$ cat src/rtl/thermal_alert_status.sv
module thermal_alert_status #(
  parameter int TW    = 8,
  parameter int TACHW = 16,
  parameter int HYST  = 5
) (
  input  logic             clk,
  input  logic             rst_n,
  input  logic             start,
  input  logic             sample_valid,
  input  logic [TW-1:0]    local_temp,
  input  logic [TW-1:0]    remote_temp,
  input  logic [TACHW-1:0] tach_period,
  input  logic             remote_fault,
  input  logic             status_rd,
  input  logic [TW-1:0]    local_hi_lim,
  input  logic [TW-1:0]    local_lo_lim,
  input  logic [TW-1:0]    local_crit_lim,
  input  logic [TW-1:0]    local_therm_lim,
  input  logic [TW-1:0]    remote_hi_lim,
  input  logic [TW-1:0]    remote_lo_lim,
  input  logic [TW-1:0]    remote_crit_lim,
  input  logic [TW-1:0]    remote_therm_lim,
  input  logic [TACHW-1:0] tach_slow_lim,
  input  logic [TACHW-1:0] tach_fast_lim,
  input  logic             ovr_en,
  input  logic             ie_local_range,
  input  logic             ie_remote_range,
  input  logic             ie_therm,
  input  logic             ie_fault,
  input  logic             ie_fan,
  output logic [7:0]       status_a,
  output logic [7:0]       status_b,
  output logic             alert_n,
  output logic             ovr_n,
  output logic             therm_n
);

  localparam int NCH = 2;
  localparam logic signed [TW:0] HYST_S = (TW+1)'(HYST);

  logic mon;
  assign mon = start & sample_valid;

  logic [NCH-1:0][TW-1:0] tv, hil, lol, crl, thl;
  assign tv  = {remote_temp,      local_temp};
  assign hil = {remote_hi_lim,    local_hi_lim};
  assign lol = {remote_lo_lim,    local_lo_lim};
  assign crl = {remote_crit_lim,  local_crit_lim};
  assign thl = {remote_therm_lim, local_therm_lim};

  logic [NCH-1:0] ge_hi, le_lo, ge_crit, rel_crit, ge_th, rel_th;

  always_comb begin
    for (int c = 0; c < NCH; c++) begin
      ge_hi[c]    = $signed(tv[c]) >= $signed(hil[c]);
      le_lo[c]    = $signed(tv[c]) <= $signed(lol[c]);
      ge_crit[c]  = $signed(tv[c]) >= $signed(crl[c]);
      ge_th[c]    = $signed(tv[c]) >= $signed(thl[c]);
      rel_crit[c] = $signed({tv[c][TW-1], tv[c]}) <=
                    ($signed({crl[c][TW-1], crl[c]}) - HYST_S);
      rel_th[c]   = $signed({tv[c][TW-1], tv[c]}) <=
                    ($signed({thl[c][TW-1], thl[c]}) - HYST_S);
    end
  end

  logic [NCH-1:0] f_hi, f_lo, f_crit, f_th;
  logic [NCH-1:0] crit_act, th_act, crit_arm, th_arm;

  always_ff @(posedge clk or negedge rst_n) begin
    if (!rst_n) begin
      f_hi     <= '0;
      f_lo     <= '0;
      f_crit   <= '0;
      f_th     <= '0;
      crit_act <= '0;
      th_act   <= '0;
      crit_arm <= '1;
      th_arm   <= '1;
    end else begin
      for (int c = 0; c < NCH; c++) begin
        if (status_rd) begin
          f_hi[c]   <= 1'b0;
          f_lo[c]   <= 1'b0;
          f_crit[c] <= 1'b0;
          f_th[c]   <= 1'b0;
          if (f_crit[c]) crit_arm[c] <= 1'b0;
          if (f_th[c])   th_arm[c]   <= 1'b0;
        end
        if (mon) begin
          if (ge_hi[c]) f_hi[c] <= 1'b1;
          if (le_lo[c]) f_lo[c] <= 1'b1;
          if (ge_crit[c]) begin
            crit_act[c] <= 1'b1;
            if (crit_arm[c]) f_crit[c] <= 1'b1;
          end else if (rel_crit[c]) begin
            crit_act[c] <= 1'b0;
            crit_arm[c] <= 1'b1;
          end
          if (ge_th[c]) begin
            th_act[c] <= 1'b1;
            if (th_arm[c]) f_th[c] <= 1'b1;
          end else if (rel_th[c]) begin
            th_act[c] <= 1'b0;
            th_arm[c] <= 1'b1;
          end
        end
      end
    end
  end

  logic f_slow, f_over, over_arm, f_fault;

  always_ff @(posedge clk or negedge rst_n) begin
    if (!rst_n) begin
      f_slow   <= 1'b0;
      f_over   <= 1'b0;
      over_arm <= 1'b1;
    end else begin
      if (status_rd) begin
        f_slow <= 1'b0;
        f_over <= 1'b0;
        if (f_over) over_arm <= 1'b0;
      end
      if (mon) begin
        if (tach_period > tach_slow_lim) f_slow <= 1'b1;
        if (tach_period < tach_fast_lim) begin
          if (over_arm) f_over <= 1'b1;
        end else begin
          over_arm <= 1'b1;
        end
      end
    end
  end

  always_ff @(posedge clk or negedge rst_n) begin
    if (!rst_n)                    f_fault <= 1'b0;
    else if (mon && remote_fault)  f_fault <= 1'b1;
  end

  logic l_oor, r_oor;
  assign l_oor = f_hi[0] | f_lo[0];
  assign r_oor = f_hi[1] | f_lo[1];

  assign status_a = {f_crit[1], f_crit[0], r_oor, l_oor,
                     f_lo[1], f_hi[1], f_lo[0], f_hi[0]};
  assign status_b = {3'b000, f_over, f_slow, f_fault, f_th[1], f_th[0]};

  assign alert_n = ~((ie_local_range  & l_oor) |
                     (ie_remote_range & r_oor) |
                     (|f_crit) |
                     (ie_therm & (|f_th)) |
                     (ie_fault & f_fault) |
                     (ie_fan & (f_slow | f_over)));

  assign ovr_n   = ~((ovr_en & (|crit_act)) | f_fault);
  assign therm_n = ~(|th_act);

endmodule

$ cat config.mk
export PLATFORM = sky130hd
export DESIGN_NAME = thermal_alert_status
export DESIGN_NICKNAME = d
export VERILOG_FILES = /design/src/rtl/thermal_alert_status.sv
export SDC_FILE = /design/constraint.sdc
export NUM_CORES = 1
export LEC_CHECK = 0
export BUFFER_PORTS_ARGS = -buffer_cell sky130_fd_sc_hd__clkbuf_2
export CAP_MARGIN = 20
export CORE_ASPECT_RATIO = 1.4
export CORE_MARGIN = 2
export CORE_UTILIZATION = 47
export CTS_CLUSTER_SIZE = 40
export DETAILED_ROUTE_END_ITERATION = 10
export GPL_ROUTABILITY_DRIVEN = 0
export PLACE_DENSITY = 0.79
export SYNTH_ARGS = -nofsm -noshare
export SYNTH_HDL_FRONTEND = slang
export SYNTH_SLANG_ARGS = --single-unit
export TNS_END_PERCENT = 10
$ cat constraint.sdc
create_clock -name clk -period 1 [get_ports clk]
set_clock_uncertainty 0.1 [all_clocks]
set_input_delay 0.15 -clock clk [delete_from_list [all_inputs] [get_ports clk]]
set_output_delay 0.15 -clock clk [all_outputs]
set_load 0.02 [all_outputs]
After elaboration in Yosys (flattened, before gate mapping):

Cells that the tools add are included.

* bits in registers: 20
* input port bits: 140
* output and inout bits: 19
* word-level logic and storage cells: 131

* add/sub/neg operators: 4
* $lt $le $gt $ge: 14
* multiplexer cells: 67
* bitwise logic cells: 19
* reduce and logical (&&, ||, !) cells: 13

Operator list (number)
* 1-bit two-way mux: 67
* 8-bit >= comparator: 6
* 8-bit by 9-bit <= comparator with 1-bit output: 4
* 8-bit by 4-bit subtractor with 9-bit output (second input constant): 4
* 16-bit greater-than comparator: 1
* 8-bit <= comparator: 2
* 16-bit < comparator: 1
* 1-bit bitwise OR: 9
* 2-bit AND reduction: 4
* 2-bit nonzero test: 4
* 2-bit OR reduction: 4
* 1-bit AND: 7
* 1-bit NOT: 3
* 1-bit logical AND: 1

Logic depth before layout (Yosys ltp):

Gate-level depths: netlist of run 1.

* word-level depth: 8
* depth in mapped cells: 12

Worst setup path before layout of run 1:

Ideal clock, no wire load.

* kind: input -> register
* start point: in remote_therm_lim[0]
* end point: reg th_act[1]
* library setup time: 119 ps
* arrival time: 1953 ps
* required time: 781 ps
* slack: -1172 ps
* stages on the path: 11
* path buffers: 0
* cell sequence: inv_1 > ha_1 > nor2_1 > nor4_1 > a21oi_1 > ha_1 > or4b_1 > a21oi_1 > o21a_2 > o21ai_2 > o21a_1

* longest elaborated chain between the ends: 4
* elaborated cells between the ends (all ways): 6
* classes of those cells: add/sub (1); order compare (2); mux (1); reduce/logical (2)

RTL lines
* start, declared: line 22 `input logic [TW-1:0] remote_therm_lim,`
* 8-bit by 4-bit subtractor with 9-bit output: line 62 `($signed({thl[c][TW-1], thl[c]}) - HYST_S);`
* 8-bit by 9-bit <= comparator with 1-bit output: line 61 `rel_th[c] = $signed({tv[c][TW-1], tv[c]}) <=`
* 2-bit nonzero test (no line)
* 2-bit AND reduction (no line)
* end signal, assigned: line 76 `th_act <= '0;`
* end signal, assigned by index: line 100 `th_act[c] <= 1'b1;`
* end signal, assigned by index: line 103 `th_act[c] <= 1'b0;`
* end, declared: line 67 `logic [NCH-1:0] crit_act, th_act, crit_arm, th_arm;`

Parallel ways exist; a longest one is shown, timed or not.
A chain may end at the register's enable or synchronous reset.

Final worst setup path of run 1:

Ends and elaborated chain as after synthesis.

==> flow_summary.ini, run 1 <==
[drt]
drt_iter0_markers = 163
routed_wl_um = 17600
viasPerCell = 5.68
met1_length_um = 6020
avgRoutedWirePerCell_um = 17.8
remaining_drc_errors = 0
top_layer = met4
dr.pass1.iters = 5
met3WireLength_um = 946
wl_met2_um = 9440
via_count = 5597
drtAntennaViolNets = 0

[status]
status = finished, violations left
violations = negative setup slack

[synthesis]
yosysTopAreaCell = ha_1
async_flop_share = 1.00
ys_seq_elements = 20
yosysSeqAreaShare = 0.113
ys_types = 52
synthTopCellsByCount = ha_1 (135), inv_1 (104), nor2_1 (38)
yosys.cell_count.top_type = ha_1
syn_inst = 573
syn_area_sq_mm = 0.00447
synth_area_leaders = ha_1 (38%), inv_1 (8.7%), dfrtp_1 (8.4%)
avgSynthCellArea_sq_um = 7.80
yosys_warnings = 0
ys.flop_type = dfrtp_1
synth_edf_count = 0
synth_top_area_share = 0.378

[cts]
clock_path_buffers = 2
htree_num_levels = 1
cts_tree = yes
cts.sinks = 20
clkTransAtPathRegs_ps = 60
clk_latency_ps = 250
root_buffer = clkbuf_16
cts_buffers = 3

[die]
row_count = 42
die-width_um = 86.4
io_pins = 159
die_area_sq_mm = 0.0103
die_h_um = 119
core_area_sq_mm = 0.00935
initial_utilization = 0.478

[timing]
period_share = 2.02
grt_setup_unrepaired = true
fmax_mhz = 495
hold_viol_final = 0
maxSlewViolCount = 0
setup_viol = 35
layout_setup_ws_ps = -1020
fin_crit_ps = 2020

[pwr]
power.switching_mw = 2.27
power_mw = 5.81
swShare = 0.390
power_leakage_nw = 3.96
power_density_mw_per_mm2 = 807
peakVddDrop_mv = 0.594
p_clk_frac = 0.156
p_int_mw = 3.55
p_comb_frac = 0.636
seqPwrFrac = 0.208

[setup_path]
arrival_ps = 2060
rrSetupSlack_ps = -120
path_class = in2reg
end_kind = register
crit_required_ps = 1040
critPathLaunchType = input port
regToRegStartpoint = f_hi[0]
reg2regPathDepth = 3
r2r_end = f_hi[0]
path_max_fanout = 3

[placed_design]
hpwl_um = 12900
port_buffers = 155
dp.cells = 969

[final_layout]
final_cells = 985
drive_above_1_share = 0.449
nNetsFinal = 1151
insertedDiodeCount = 0
fin_util = 0.770
syn_to_final_growth_pct = 61.1

[worst_hold_path]
hold_end = f_fault
hold_path_class = in2reg
hold_depth = 2
min_from = remote_fault

[global_route]
grt_overflow = 0
grt_pass1_wl_um = 26200
track_usage = 0.315
first_global_vias = 6104
grt_max_degree = 21
grt_antenna_before_repair = 0

[job]
max-cap-violations = 0
## layer usage
metal / track usage / vias up
met5: 0 / -
met4: 0.178 / 0
met3: 0.0499 / 98
met2: 0.622 / 270
met1: 0.292 / 2603
li1: - / 2626
## metrics by stage
stage	worst slack (ps)	hold slack (ps)	TNS, ps	area (sq um)
2_1_floorplan	-1070	-246	-13890	4560
3_3_place_gp	-1250	45.5	-19190	6460
3_5_place_dp	-1420	48.7	-20870	6460
4_1_cts	-1010	22.8	-16770	6930
5_1_grt	-1100	38.2	-19080	7200
6_report	-1020	22.7	-17290	7200
## power by group through the flow
stage | clock (mW) | sequential, mW | combinational (mW)
finish | 0.908 | 1.21 | 3.70
global route | 0.947 | 1.22 | 4.01
CTS | 0.911 | 1.20 | 3.35
detailed placement | 0 | 1.21 | 3.10
global placement | 0 | 1.20 | 2.90
floorplan | 0 | 1.25 | 1.56
## registers in the layout, indices dropped and copies added (netlist names)
| name | cells |
|---|---|
| f_slow | 1 |
| th_act | 2 |
| f_crit | 2 |
| f_th | 2 |
| f_hi | 2 |
| th_arm | 2 |
| f_lo | 2 |
| f_over | 1 |
| crit_act | 2 |
| f_fault | 1 |
| crit_arm | 2 |
| over_arm | 1 |
## critical path, stage by stage
cell	delay [ps]
buf_2	130
inv_2	80
ha_4	150
nor2_4	40
nor4_4	180
a21oi_2	90
ha_2	330
or4b_4	470
a21oi_2	130
o21a_2	150
o21ai_2	50
o21a_1	110
## final cells by class
class / count / area (sq um)
fill: 635 / 2150
sequential: 20 / 507
timing repair buffer: 305 / 2040
clock buffer: 4 / 88.8
inverter: 106 / 428
tap: 110 / 138
multi-input combinational: 440 / 4000
## placed cells by master, fill, tap and decap left out, types with 4 or more instances in the layout
| cell type | n |
|---|---|
| nand2b_1 | 10 |
| buf_2 | 8 |
| a22o_1 | 5 |
| nand2_1 | 31 |
| nor2b_1 | 6 |
| o2bb2ai_1 | 4 |
| a21oi_1 | 24 |
| buf_4 | 147 |
| nand3_1 | 15 |
| dfstp_2 | 5 |
| clkbuf_2 | 131 |
| nand4_1 | 22 |
| nor2_4 | 4 |
| dfrtp_1 | 15 |
| xnor2_1 | 19 |
| inv_2 | 7 |
| a21o_1 | 12 |
| ha_2 | 4 |
| xor2_1 | 4 |
| ha_4 | 13 |
| buf_6 | 11 |
| nor2_1 | 32 |
| clkbuf_16 | 4 |
| o21ai_0 | 12 |
| a31oi_1 | 4 |
| inv_1 | 94 |
| o211ai_1 | 7 |
| o21ai_1 | 13 |
| ha_1 | 118 |
| o21a_1 | 6 |
| a21oi_2 | 13 |
## timing repair
action	4_1_cts	5_1_grt
pin swaps	33	37
hold endpoints to repair	15	0
buffers inserted	4	7
setup endpoints to repair	35	35
resized for setup	73	67
hold buffers	1	0
## cells by family after synthesis
family / Yosys count / share of synthesized area
AO/OA/AOI/OAI: 133 / 0.198
other: 1 / 0.000839
XOR/XNOR: 24 / 0.0470
buffers and inverters: 115 / 0.103
AND/OR/NAND/NOR: 145 / 0.159
adder cells (fa/ha/maj): 135 / 0.378
flip-flops: 20 / 0.113
## how the worst max path moves through the flow
stage	from	end	slack (ps)	depth (start not counted)
finish	remote_therm_lim[0]	th_act[1]	-1020	12
global route	remote_crit_lim[1]	crit_arm[1]	-1100	11
CTS	remote_therm_lim[1]	th_act[1]	-1010	12
global placement	remote_crit_lim[1]	crit_arm[1]	-1250	11
floorplan	remote_therm_lim[0]	th_act[1]	-1070	11
detailed placement	remote_crit_lim[1]	crit_act[1]	-1420	11
(Power assumes the default switching activity.)
==> run 2: changes to the inputs <==
CAP_MARGIN = 0   (was 20)
SKIP_LAST_GASP = 1   (was unset)
==> flow_summary.ini, run 2 (same netlist as run 1, synthesis figures left out) <==
[setup_path]
crit_path_cell_trace = clkbuf_2 -> inv_2 -> ha_4 -> nor2_4 -> nor4_4 -> a21oi_2 -> ha_1 -> or4b_4 -> a21oi_2 -> o21a_2 -> o21ai_2 -> o21a_1
reg2regPathDepth = 3
critPathLaunchType = input port
crit_required_ps = 1040
end_kind = register
path_max_fanout = 2
arrival_ps = 2030
r2r_end = f_hi[0]
cp_common_cell = a21oi_2
path_class = in2reg
slowest_stage = or4b_4
max_stage_delay_ps = 470
regToRegStartpoint = f_hi[0]
rrSetupSlack_ps = -110

[cts]
clock_path_buffers = 2
clkTransAtPathRegs_ps = 60
cts.sinks = 20
cts_tree = yes
root_buffer = clkbuf_16
htree_num_levels = 1
cts_buffers = 3
clk_latency_ps = 250

[pwr]
power_density_mw_per_mm2 = 794
p_clk_frac = 0.164
power.switching_mw = 2.11
swShare = 0.384
p_int_mw = 3.38
power_leakage_nw = 3.92
peakVddDrop_mv = 0.598
p_comb_frac = 0.617
power_mw = 5.49
seqPwrFrac = 0.218

[job]
max-cap-violations = 0

[global_route]
first_global_vias = 5940
grt_antenna_before_repair = 0
track_usage = 0.290
grt_overflow = 0
grt_max_degree = 21
grt_pass1_wl_um = 24400

[placed_design]
place_ws_ps = -1420
dp.cells = 969
hpwl_um = 12900
place_area_sq_mm = 0.00646
port_buffers = 155

[drt]
routed_wl_um = 15700
dr.pass1.iters = 4
drt_iter0_markers = 120
via_count = 5436
avgRoutedWirePerCell_um = 15.9
drtAntennaViolNets = 0
viasPerCell = 5.51
remaining_drc_errors = 0

[die]
row_count = 42
die_area_sq_mm = 0.0103
initial_utilization = 0.478
die_h_um = 119
core_area_sq_mm = 0.00935
die-width_um = 86.4
io_pins = 159

[timing]
grt_setup_unrepaired = true
hold_viol_final = 0
period_share = 1.99
fmax_mhz = 502
layout_setup_ws_ps = -994
setup_viol = 35
maxSlewViolCount = 0
fin_crit_ps = 1990

[worst_hold_path]
hold_end = f_fault
hold_depth = 2
min_from = remote_fault
hold_path_class = in2reg

[final_layout]
syn_to_final_growth_pct = 54.7
nNetsFinal = 1152
final_cells = 986
drive_above_1_share = 0.418
insertedDiodeCount = 0
fin_area_sq_mm = 0.00692
final_cell_mix = clkbuf_2 (149), buf_4 (149), ha_1 (126)

[status]
violations = negative setup slack
status = finished, violations left
==> run 2: layout make-up <==
class | instances | area [sq um]
multi-input combinational | 440 | 3790
fill | 683 | 2440
timing repair buffer | 306 | 1970
sequential | 20 | 507
inverter | 106 | 425
tap | 110 | 138
clock buffer | 4 | 88.8
==> run 2: what timing repair did <==
| action | in CTS | in global routing |
|---|---|---|
| setup buffers | 4 | 8 |
| hold buffers | 1 | 0 |
| resized for setup | 32 | 40 |
| pin swaps | 23 | 39 |
| endpoints found under the setup margin | 35 | 35 |
| endpoints found under the hold margin | 15 | 0 |
==> run 2: routing by layer <==
| metal | up-vias | routed length [um] | GRT usage | part of all wire |
|---|---|---|---|---|
| met5 | - | 0 | 0 | 0 |
| met4 | 0 | 867 | 0.162 | 0.055 |
| met3 | 78 | 790 | 0.0485 | 0.050 |
| met2 | 217 | 8490 | 0.562 | 0.54 |
| met1 | 2513 | 5570 | 0.276 | 0.35 |
| li1 | 2628 | - | - | - |
==> run 2: power by group through the flow <==
stage          sequential (mW)  combinational, mW  clock (mW)
2_1_floorplan             1.25               1.56           0
3_3_place_gp              1.20               2.90           0
3_5_place_dp              1.21               3.10           0
4_1_cts                   1.20               3.20       0.911
5_1_grt                   1.22               3.73       0.943
6_report                  1.20               3.39       0.903
==> run 2: per-stage QoR <==
stage	hold slack, ps	util	setup TNS [ps]
floorplan	-246	-	-13890
global placement	45.5	0.690	-19190
detailed placement	48.7	0.690	-20870
CTS	22.8	0.719	-18270
global route	39.2	0.740	-21080
finish	23.1	0.740	-18470
==> run 2: worst max path at each step <==
stage	start	end	slack, ps	cells past startpoint
floorplan	remote_therm_lim[0]	th_act[1]	-1070	11
global placement	remote_crit_lim[1]	crit_arm[1]	-1250	11
detailed placement	remote_crit_lim[1]	crit_act[1]	-1420	11
CTS	remote_therm_lim[1]	th_act[1]	-1010	12
global route	remote_crit_lim[0]	crit_arm[1]	-1130	11
finish	remote_therm_lim[1]	th_act[1]	-990	12
==> run 2: worst max-delay path, delay by kind of cell <==
family,cells,cell delay [ps]
simple gates,3,680
compound gates,5,550
fa+ha+maj,2,460
buf+inv,2,180
==> run 3: changes to the inputs <==
CORE_ASPECT_RATIO = unset   (was 1.4)
==> flow_summary.ini, run 3 (same netlist as run 1, synthesis figures left out) <==
[placed_design]
hpwl_um = 12100
place_ws_ps = -1470
port_buffers = 155
dp.cells = 984

[drt]
remaining_drc_errors = 0
routed_wl_um = 14000
drt_iter0_markers = 147
viasPerCell = 5.20
drtAntennaViolNets = 0
avgRoutedWirePerCell_um = 14.1
via_count = 5184
dr.pass1.iters = 4

[final_layout]
num-fill-cells = 682
insertedDiodeCount = 0
seqCellArea_sq_um = 507
nNetsFinal = 1143
fin_util = 0.728
final_cell_mix = clkbuf_2 (151), buf_4 (140), ha_1 (129)
syn_to_final_growth_pct = 50.5
multi_input_area_sq_mm = 0.00371
drive_above_1_share = 0.399
final_common_cell = clkbuf_2
final_cells = 996

[setup_path]
crit_required_ps = 1100
end_kind = register
critPathLaunchType = input port
path_max_fanout = 2
path_class = in2reg
arrival_ps = 2070

[pwr]
power_leakage_nw = 3.84
power_density_mw_per_mm2 = 738
peakVddDrop_mv = 0.544

[global_route]
grt_max_degree = 21
track_usage = 0.271
grt_overflow = 0
first_global_vias = 5386
grt_antenna_before_repair = 0
grt_pass1_wl_um = 22800

[cts]
root_buffer = clkbuf_8
cts_buffers = 3
clk_latency_ps = 260
clkTransAtPathRegs_ps = 70
clock_path_buffers = 2
cts_tree = yes
htree_num_levels = 1
cts.sinks = 20

[die]
die_h_um = 102
core_area_sq_mm = 0.00924
row_count = 35
die_area_sq_mm = 0.0103
io_pins = 159
die-width_um = 102
initial_utilization = 0.484

[timing]
grt_setup_unrepaired = true
layout_setup_ws_ps = -968
hold_viol_final = 0
fin_crit_ps = 1970
period_share = 1.97
worstMarginPinSlew_ps = 476
setup_viol = 35
fmax_mhz = 508
slew_headroom = 0.674
maxSlewViolCount = 0

[status]
status = finished, violations left
violations = negative setup slack

[worst_hold_path]
hold_path_class = in2reg

[job]
max-cap-violations = 0
## run 3: cell count changes in the layout (fill, tap and decap cells not counted), moves of 3 or more
cell,change
a21oi_1,+3
a21oi_2,-3
buf_4,-9
buf_6,-3
clkbuf_16,-3
ha_1,+3
## run 3: path summary, 6_finish.rpt
check	startpoint	to	slack [ps]	depth (start not counted)
max in group asynchronous	rst_n	crit_arm[1]	140	2
min in group asynchronous	rst_n	f_lo[0]	290	2
setup / recovery	local_therm_lim[0]	th_arm[0]	-970	12
setup reg to reg	f_hi[0]	f_hi[0]	-140	3
hold reg to reg	th_arm[1]	th_arm[1]	380	2
hold / removal	status_rd	f_over	150	3
## run 3: metal layers
layer,GRT usage,share of wire
met3,0.0214,0.038
met1,0.318,0.43
met4,0.0842,0.021
met5,0,0
met2,0.516,0.51
## run 3: power breakdown
group / switching [mW] / internal (mW)
registers: 0.121 / 1.07
clock network: 0.261 / 0.283
logic: 1.60 / 1.62
total: 1.98 / 2.98
## run 3: repair_timing
item,CTS,global route
hold endpoints to repair,16,0
resized for setup,25,23
setup endpoints to repair,35,35
setup buffers,5,1
hold buffers,2,0
pin swaps,15,8
cloned,0,0
## run 3: area by class of cell
cell class | instances | share of cell area
Clock buffer | 4 | 0.00669
Inverter | 106 | 0.0636
Sequential cell | 20 | 0.0753
Multi-Input combinational cell | 440 | 0.551
Timing Repair Buffer | 297 | 0.280
Tap cell | 129 | 0.0240
## run 3: metrics by stage
step | total power [mW] | hold slack, ps | instance area (sq um) | setup TNS [ps]
2_1_floorplan | 2.81 | -246 | 4560 | -13890
3_3_place_gp | 4.08 | 40.8 | 6440 | -18720
3_5_place_dp | 4.26 | 49.0 | 6440 | -20550
4_1_cts | 4.93 | 147 | 6650 | -17680
5_1_grt | 5.42 | 155 | 6730 | -19870
6_report | 4.97 | 154 | 6730 | -17470
## run 3: worst max-delay path: stages
cell      delay (ps)
clkbuf_2         100
inv_2             50
ha_4             150
buf_4            120
buf_4            120
xor2_1           140
ha_1             290
a21o_1           160
a21oi_1          170
nor2_1            90
o32ai_2          310
a22o_1           200
